### src/rtl/pwst_pkg.sv
package pwst_pkg;

    // Lane selection rule shared by both unit sizes.
    // pos  : byte position inside the unit (0 = lowest address)
    // ofs  : addressed offset inside the unit
    // head : 1 = end mode (fill head up to ofs), 0 = begin mode (fill from ofs)
    function automatic logic lane_on(int unsigned pos, int unsigned ofs, logic head);
        return head ? (pos < ofs) : (pos >= ofs);
    endfunction

endpackage

### src/rtl/pwst_lane_mask.sv
module pwst_lane_mask #(
    parameter int NB = 8
) (
    input  logic [$clog2(NB)-1:0] ofs,
    input  logic                  head,
    input  logic                  dword,
    output logic [NB-1:0]         be
);
    import pwst_pkg::*;

    localparam int OFS_W  = $clog2(NB);
    localparam int WB     = NB / 2;
    localparam int WOFS_W = $clog2(WB);

    logic [WOFS_W-1:0] wofs;
    assign wofs = ofs[WOFS_W-1:0];

    for (genvar k = 0; k < NB; k++) begin : g_lane
        // lane k holds the byte at unit position NB-1-k (big-endian)
        localparam int unsigned POS  = NB - 1 - k;
        localparam int unsigned HALF = POS / WB;
        localparam int unsigned WPOS = POS % WB;

        always_comb begin
            if (dword) begin
                be[k] = lane_on(POS, int'(ofs), head);
            end else begin
                be[k] = (ofs[OFS_W-1] == 1'(HALF)) && lane_on(WPOS, int'(wofs), head);
            end
        end
    end

endmodule

### src/rtl/pwst_lane_steer.sv
module pwst_lane_steer #(
    parameter int NB = 8
) (
    input  logic [8*NB-1:0] value,
    input  logic [NB-1:0]   be,
    input  logic            dword,
    output logic [8*NB-1:0] data
);
    localparam int WB = NB / 2;

    for (genvar k = 0; k < NB; k++) begin : g_lane
        // in word mode both halves map onto the low word of the value
        localparam int unsigned SRC = k % WB;
        logic [7:0] src;

        always_comb begin
            src = dword ? value[8*k +: 8] : value[8*SRC +: 8];
            data[8*k +: 8] = be[k] ? src : 8'h00;
        end
    end

endmodule

### src/rtl/pwst_out_stage.sv
module pwst_out_stage #(
    parameter int ADDR_W = 32,
    parameter int NB     = 8
) (
    input  logic              clk,
    input  logic              rst_n,
    input  logic              load,
    input  logic [ADDR_W-1:0] nxt_addr,
    input  logic [NB-1:0]     nxt_be,
    input  logic [8*NB-1:0]   nxt_data,
    input  logic              nxt_probe,
    input  logic              out_ready,
    output logic              in_ready,
    output logic              out_valid,
    output logic [ADDR_W-1:0] out_addr,
    output logic [NB-1:0]     out_be,
    output logic [8*NB-1:0]   out_data,
    output logic              out_write,
    output logic              out_probe
);
    typedef struct packed {
        logic              valid;
        logic [ADDR_W-1:0] addr;
        logic [NB-1:0]     be;
        logic [8*NB-1:0]   data;
        logic              probe;
    } beat_t;

    beat_t st_d, st_q;

    always_comb begin
        st_d = st_q;
        if (st_q.valid && out_ready) begin
            st_d.valid = 1'b0;
        end
        if (load) begin
            st_d.valid = 1'b1;
            st_d.addr  = nxt_addr;
            st_d.be    = nxt_be;
            st_d.data  = nxt_data;
            st_d.probe = nxt_probe;
        end
    end

    always_ff @(posedge clk) begin
        if (!rst_n) begin
            st_q <= '0;
        end else begin
            st_q <= st_d;
        end
    end

    assign in_ready  = !st_q.valid || out_ready;
    assign out_valid = st_q.valid;
    assign out_addr  = st_q.addr;
    assign out_be    = st_q.be;
    assign out_data  = st_q.data;
    assign out_write = st_q.valid && !st_q.probe;
    assign out_probe = st_q.valid && st_q.probe;

endmodule

### src/rtl/pwst_store_lanes.sv
module pwst_store_lanes #(
    parameter int ADDR_W = 32,
    parameter int DATA_W = 64
) (
    input  logic                clk,
    input  logic                rst_n,
    input  logic                in_valid,
    output logic                in_ready,
    input  logic [ADDR_W-1:0]   in_addr,
    input  logic [DATA_W-1:0]   in_value,
    input  logic                in_end_mode,
    input  logic                in_dword,
    output logic                out_valid,
    input  logic                out_ready,
    output logic [ADDR_W-1:0]   out_addr,
    output logic [DATA_W/8-1:0] out_be,
    output logic [DATA_W-1:0]   out_data,
    output logic                out_write,
    output logic                out_probe
);
    localparam int NB     = DATA_W / 8;
    localparam int OFS_W  = $clog2(NB);
    localparam int WOFS_W = OFS_W - 1;

    logic [OFS_W-1:0]  ofs;
    logic [OFS_W-1:0]  ofs_eff;
    logic [ADDR_W-1:0] base_addr;
    logic [NB-1:0]     be_c;
    logic [DATA_W-1:0] data_c;
    logic              probe_c;
    logic              load;

    always_comb begin
        ofs       = in_addr[OFS_W-1:0];
        ofs_eff   = in_dword ? ofs : {1'b0, ofs[WOFS_W-1:0]};
        base_addr = {in_addr[ADDR_W-1:OFS_W], {OFS_W{1'b0}}};
        probe_c   = in_end_mode && (ofs_eff == '0);
    end

    pwst_lane_mask #(.NB(NB)) u_mask (
        .ofs   (ofs),
        .head  (in_end_mode),
        .dword (in_dword),
        .be    (be_c)
    );

    pwst_lane_steer #(.NB(NB)) u_steer (
        .value (in_value),
        .be    (be_c),
        .dword (in_dword),
        .data  (data_c)
    );

    assign load = in_valid && in_ready;

    pwst_out_stage #(.ADDR_W(ADDR_W), .NB(NB)) u_stage (
        .clk       (clk),
        .rst_n     (rst_n),
        .load      (load),
        .nxt_addr  (base_addr),
        .nxt_be    (be_c),
        .nxt_data  (data_c),
        .nxt_probe (probe_c),
        .out_ready (out_ready),
        .in_ready  (in_ready),
        .out_valid (out_valid),
        .out_addr  (out_addr),
        .out_be    (out_be),
        .out_data  (out_data),
        .out_write (out_write),
        .out_probe (out_probe)
    );

endmodule

### config.mk
export PLATFORM = sky130hd
export DESIGN_NAME = pwst_store_lanes
export DESIGN_NICKNAME = d
export VERILOG_FILES = /design/src/rtl/pwst_pkg.sv /design/src/rtl/pwst_lane_mask.sv /design/src/rtl/pwst_lane_steer.sv /design/src/rtl/pwst_out_stage.sv /design/src/rtl/pwst_store_lanes.sv
export SDC_FILE = /design/constraint.sdc
export NUM_CORES = 1
export LEC_CHECK = 0
export ABC_CLOCK_PERIOD_IN_PS = 1550
export BUFFER_PORTS_ARGS = -buffer_cell sky130_fd_sc_hd__buf_4
export CAP_MARGIN = 20
export CORE_UTILIZATION = 45
export CTS_BUF_LIST = sky130_fd_sc_hd__clkbuf_16
export CTS_CLUSTER_SIZE = 14
export DETAILED_ROUTE_END_ITERATION = 10
export PLACE_DENSITY = 0.83
export SLEW_MARGIN = 20
export SYNTH_ARGS = -nofsm -noshare
export SYNTH_HDL_FRONTEND = slang
export SYNTH_SLANG_ARGS = --single-unit
### constraint.sdc
create_clock -name clk -period 1.55 [get_ports clk]
set_input_delay 0.155 -clock clk [delete_from_list [all_inputs] [get_ports clk]]
set_output_delay 0.155 -clock clk [all_outputs]
set_load 0.02 [all_outputs]
; ---- Yosys cells after proc, flatten, opt, wreduce, memory -nomap -nowiden
; Cells that the tools add are included.
[word_totals]
register_bits = 103
latchBits = 0
mem_bits_rw = 0
romBits = 0
in_bits = 102
elab_cells = 78
memories = 0
[classes]
addsub = 0
multipliers = 0
n_div = 0
order_cmp = 20
eq_ne = 0
n_shift = 0
muxes = 34
bitwise_logic = 1
reduce_logical = 18
[op_table]
columns = operator, count
row1 = 106-bit 2-to-1 mux, 1
row2 = 8-bit 2-to-1 mux, 12
row3 = 1-bit 2-to-1 mux, 20
row4 = 1-bit logical AND, 13
row5 = 3-bit greater-or-equal comparator (first input constant), 3
row6 = 3-bit < comparator (first input constant), 3
row7 = 1-bit by 3-bit greater-or-equal comparator with 1-bit output (first input constant), 2
row8 = 2-bit by 3-bit greater-or-equal comparator with 1-bit output (first input constant), 2
row9 = 1-bit by 3-bit < comparator with 1-bit output (first input constant), 2
row10 = 2-bit by 3-bit < comparator with 1-bit output (first input constant), 2
row11 = 1-bit by 2-bit greater-or-equal comparator with 1-bit output (first input constant), 2
row12 = 1-bit by 2-bit < comparator with 1-bit output (first input constant), 2
row13 = 3-bit zero test, 1
row14 = 3-bit 2-to-1 mux, 1
row15 = 2-bit greater-or-equal comparator (first input constant), 1
row16 = 1-bit zero test, 2
row17 = 2-bit < comparator (first input constant), 1
row18 = 2-bit nonzero test, 1
row19 = 1-bit logical OR, 1
row20 = 1-bit NOT, 1

; ---- Logic depth before layout (Yosys ltp)
[depth]
depth_word = 6
ltp_mapped = 6
mapped_depth_nobuf = 4

; ---- Cells and area by module
; A second synthesis with hierarchy kept.
[unflattened]
hier_cells = 574
hier_area_um2 = 5784.3
[by_module_without_submodules]
columns = module, instances, cells_each, area_per_inst_um2, seq_area_each_um2
row1 = pwst_out_stage, 1, 448, 4812.1, 2122.0
row2 = pwst_lane_steer, 1, 100, 792.0, 0.0
row3 = pwst_lane_mask, 1, 22, 151.4, 0.0
row4 = pwst_store_lanes, 1, 4, 28.8, 0.0

; ---- Least setup slack after synthesis
; No wires, ideal clock.
[synth_timing]
kind = register to register
startpoint = register u_stage.st_q (netlist bit u_stage.out_valid)
endpoint = register u_stage.st_q (netlist bit u_stage.out_addr[13])
setup_time_ps = 132
arrival_time_ps = 1314
path_slack_ps = 103
path_stages_with_launch = 7
n_path_buf = 2
period_less_slack_ps = 1447
cell_sequence = dfxtp_1 nor2b_2 inv_2 buf_4 buf_2 nand3_1 a21oi_1
[synth_via]
elab_chain_cells = 3
[synth_lines]
columns = element, line
row1 = start: declaration, pwst_out_stage.sv:29  ; beat_t st_d, st_q;
row2 = start signal: assignment, pwst_out_stage.sv:49  ; st_q <= st_d;
row3 = 1-bit zero test, pwst_out_stage.sv:53  ; assign in_ready = !st_q.valid || out_ready;
row4 = 1-bit logical OR, pwst_out_stage.sv:53
row5 = via in_ready, pwst_store_lanes.sv:8  ; output logic in_ready,
row6 = 1-bit logical AND, pwst_store_lanes.sv:54  ; assign load = in_valid && in_ready;
; The timed path passes the listed nets, and every way through them passes these cells.
; A chain may end at the register's enable or synchronous reset.

; ---- Final worst setup path
[layout_timing]
startpoint = register u_stage.st_q (netlist bit u_stage.out_valid)
endpoint = output port in_ready
[layout_via]
elab_chain_cells = 2
[layout_lines]
columns = element, line
row1 = 1-bit zero test, pwst_out_stage.sv:53
row2 = 1-bit logical OR, pwst_out_stage.sv:53
row3 = end: declaration, pwst_store_lanes.sv:8
; No other way between the ends.

==> results.sh <==
export IMPL_status="finished, violations left"
export IMPL_violations="DRC"
export IMPL_grt_util_all_layers=0.2328
export IMPL_die_y_um=111
export IMPL_reg2reg_from="u_stage.out_valid"
export IMPL_ys_ff_latch=103
export IMPL_drc=22
export IMPL_finClkSkew_ns=0.006797
export IMPL_fmax_mhz=680.5
export IMPL_slew_headroom=0.6500
export IMPL_layout_setup_ws_ns=0.08051
export IMPL_setup_violations_final=0
export IMPL_final_nets=795
export IMPL_path_max_fanout=30
export IMPL_slowest_stage="dfxtp_2"
export IMPL_timing_hold_ws_ns=0.07779
export IMPL_cts_sinks=103
export IMPL_whs_path_depth=3
export IMPL_fp_row_count=39
export IMPL_dieWidth_um=111
export IMPL_instances_no_fill=841
export IMPL_cts_clk_slew_worst_paths_ns=0.07
export IMPL_path_cells="nor2b_4, inv_4, buf_12, buf_4"
export IMPL_post_place_ws_ns=0.1371
export IMPL_syn_to_final_growth_pct=21.69
export IMPL_final_setup_tns_ns=0
export IMPL_coreArea_mm2=0.01152
export IMPL_min_to="u_stage.out_addr[3]"
export IMPL_yosysUniqueCellTypes=39
export IMPL_dp_hpwl_um=10480
export IMPL_cts_root_buf="clkbuf_16"
export IMPL_syn_cell_area_mm2=0.005346
export IMPL_clk_insertion_delay_late_ns=0.33
export IMPL_cts_tree="built"
export IMPL_worst_pin_slew_ns=0.5243
export IMPL_power_density_mw_per_mm2=944.6
export IMPL_mostFrequentLayoutCell="buf_4"
export IMPL_cp_end_kind="primary output"
export IMPL_multi_input_area_mm2=0.002232
export IMPL_drive_above_1_share=0.4026
export IMPL_final_hold_violation_count=0
export IMPL_regArea_mm2=0.002063
export IMPL_drv_cap=0
export IMPL_cts_buffers=9
export IMPL_final_fill_count=1001
export IMPL_worst_setup_path_start_kind="flip-flop"
export IMPL_drt_iter0_drc=353
export IMPL_gr_total_overflow=0
export IMPL_slowest_delay_ns=0.33
export IMPL_grt_pass1_vias=4562
export IMPL_synth_seq_area_share=0.3857
export IMPL_num_antenna_cells=0
export IMPL_clockBufferDepth=2
export IMPL_rsz0062_at_grt="false"
export IMPL_maxSlewViolCount=0
export IMPL_arrival_ns=1.31
export IMPL_start_util=0.4643
export IMPL_r2r_cells=5
export IMPL_fin_crit_ns=1.469
export IMPL_dieArea_mm2=0.01232
export IMPL_r2r_end="u_stage.out_addr[20]"
export IMPL_dp_cells=825
export IMPL_hold_class="in2reg"
export IMPL_required_ns=1.39
export IMPL_final_cell_mix="buf_4, dfxtp_1, nand4_1"
export IMPL_ant_nets=0
export IMPL_wl_per_cell_um=17.37
export IMPL_rrSetupSlack_ns=0.23
export IMPL_io_buffer_count=206
export IMPL_dr_pass1_iters=8
export IMPL_path_class="reg2out"
export IMPL_gp_congestion=0.8364
export IMPL_ir_worst_vdd_v=0.0004568
export IMPL_viasPerCell=5.662
export IMPL_grt_pass1_wl_um=23320
export IMPL_synth_cells=621
export IMPL_vias=4762
export IMPL_synth_avg_cell_area_um2=8.609
export IMPL_antenna_found_initial=0
export IMPL_pin_count=210
export IMPL_hold_buffers=0
export IMPL_power_leakage_nw=2.675
export IMPL_final_util=0.5650
export IMPL_cts_htree_levels=3
export IMPL_fin_crit_sh=0.9481
export IMPL_routed_wl_um=14610
export IMPL_grt_max_degree=95
export IMPL_yosys_warnings=0
export IMPL_min_from="in_addr[3]"
through the flow:
step                      power, mW  cell area (um^2)
after floorplan               3.740              5354
after CTS                     6.176              6496
after global routing          6.395              6506
final                         6.146              6506
after detailed placement      4.146              6227
after global placement        4.107              6227
flip-flops by register name, summed over array words and instances, names as in the netlist:
register           flops
u_stage.out_addr      29
u_stage.out_be         8
u_stage.out_data      64
u_stage.out_valid      1
u_stage.st_q           1
synth_stat cells (all sizes together):
library cell | number | area (um^2)
a31oi | 2 | 42.54
nand3b | 1 | 7.510
nand3 | 30 | 150.1
a211oi | 9 | 97.59
nor3b | 1 | 18.77
nor4b | 1 | 23.77
conb | 1 | 3.750
or2 | 1 | 8.760
a21bo | 1 | 10.01
o21ba | 1 | 10.01
mux2i | 8 | 80.08
nor2 | 2 | 10.01
nor4 | 1 | 21.27
a21oi | 49 | 252.8
nand4 | 57 | 356.6
o32ai | 8 | 70.07
o22ai | 48 | 300.3
clkbuf | 38 | 146.4
buf | 127 | 908.4
nand2 | 56 | 210.2
o21ai | 40 | 200.2
and3 | 1 | 6.260
mux2 | 24 | 270.3
and2 | 2 | 12.51
inv | 4 | 15.02
dfxtp | 103 | 2062
nor2b | 3 | 21.27
xnor2 | 1 | 8.760
o211ai | 1 | 21.27
worst max-delay path, delay by kind of cell (launching register included):
kind | cells | cell delay, ns
simple gates | 1 | 0.13
flops | 1 | 0.33
buf+inv | 3 | 0.52
what timing repair did:
item                       in CTS  in global routing
hold endpoints to repair        0                  0
gates resized for setup         1                  3
setup endpoints to repair       1                 24
cloned                          0                  0
setup buffers                   0                  0
layer usage:
metal	vias up	part of all wire	GRT usage
met5	-	0	0
met4	0	0.024	0.08858
met3	31	0.062	0.04866
met2	225	0.50	0.3883
met1	2228	0.42	0.2945
li1	2278	-	-
cells by family (layout without fill, tap and decap cells):
kind of cell	Yosys count	count (layout)	synth area share
xor gates and xnor gates	1	1	0.001638
DFF	103	103	0.3857
and+or+nand+nor	156	156	0.1584
muxes	32	32	0.06553
AOI/OAI and AO/OA	159	159	0.1879
buffers and inverters	169	244	0.2001
other	1	3	0.0007014
worst max-delay path by stage:
| stage | startpoint | endpoint | slack [ns] | cells after the start |
|---|---|---|---|---|
| floorplan | u_stage.out_valid | u_stage.out_addr[13] | 0.10 | 6 |
| global placement | in_end_mode | u_stage.out_data[54] | 0.19 | 4 |
| detailed placement | u_stage.out_valid | u_stage.out_addr[15] | 0.14 | 5 |
| CTS | u_stage.out_valid | in_ready | 0.02 | 4 |
| global route | u_stage.out_valid | in_ready | 0.03 | 4 |
| finish | u_stage.out_valid | in_ready | 0.08 | 4 |
where the power goes:
group	switching, mW	total, mW	internal [mW]
Clock	0.971	2.05	1.08
Sequential	0.0700	2.84	2.77
Combinational	0.697	1.26	0.558
Total	1.74	6.15	4.41
final cells by class:
class                   instances  share of cell area
clock buffers                   9             0.03462
inverters                       4            0.002692
multi-input cells             351              0.3431
well taps                     143             0.02750
flip-flops and latches        103              0.3171
repair buffers                224              0.2687
clock inverters                 7            0.006346
(Power assumes the default switching activity.)
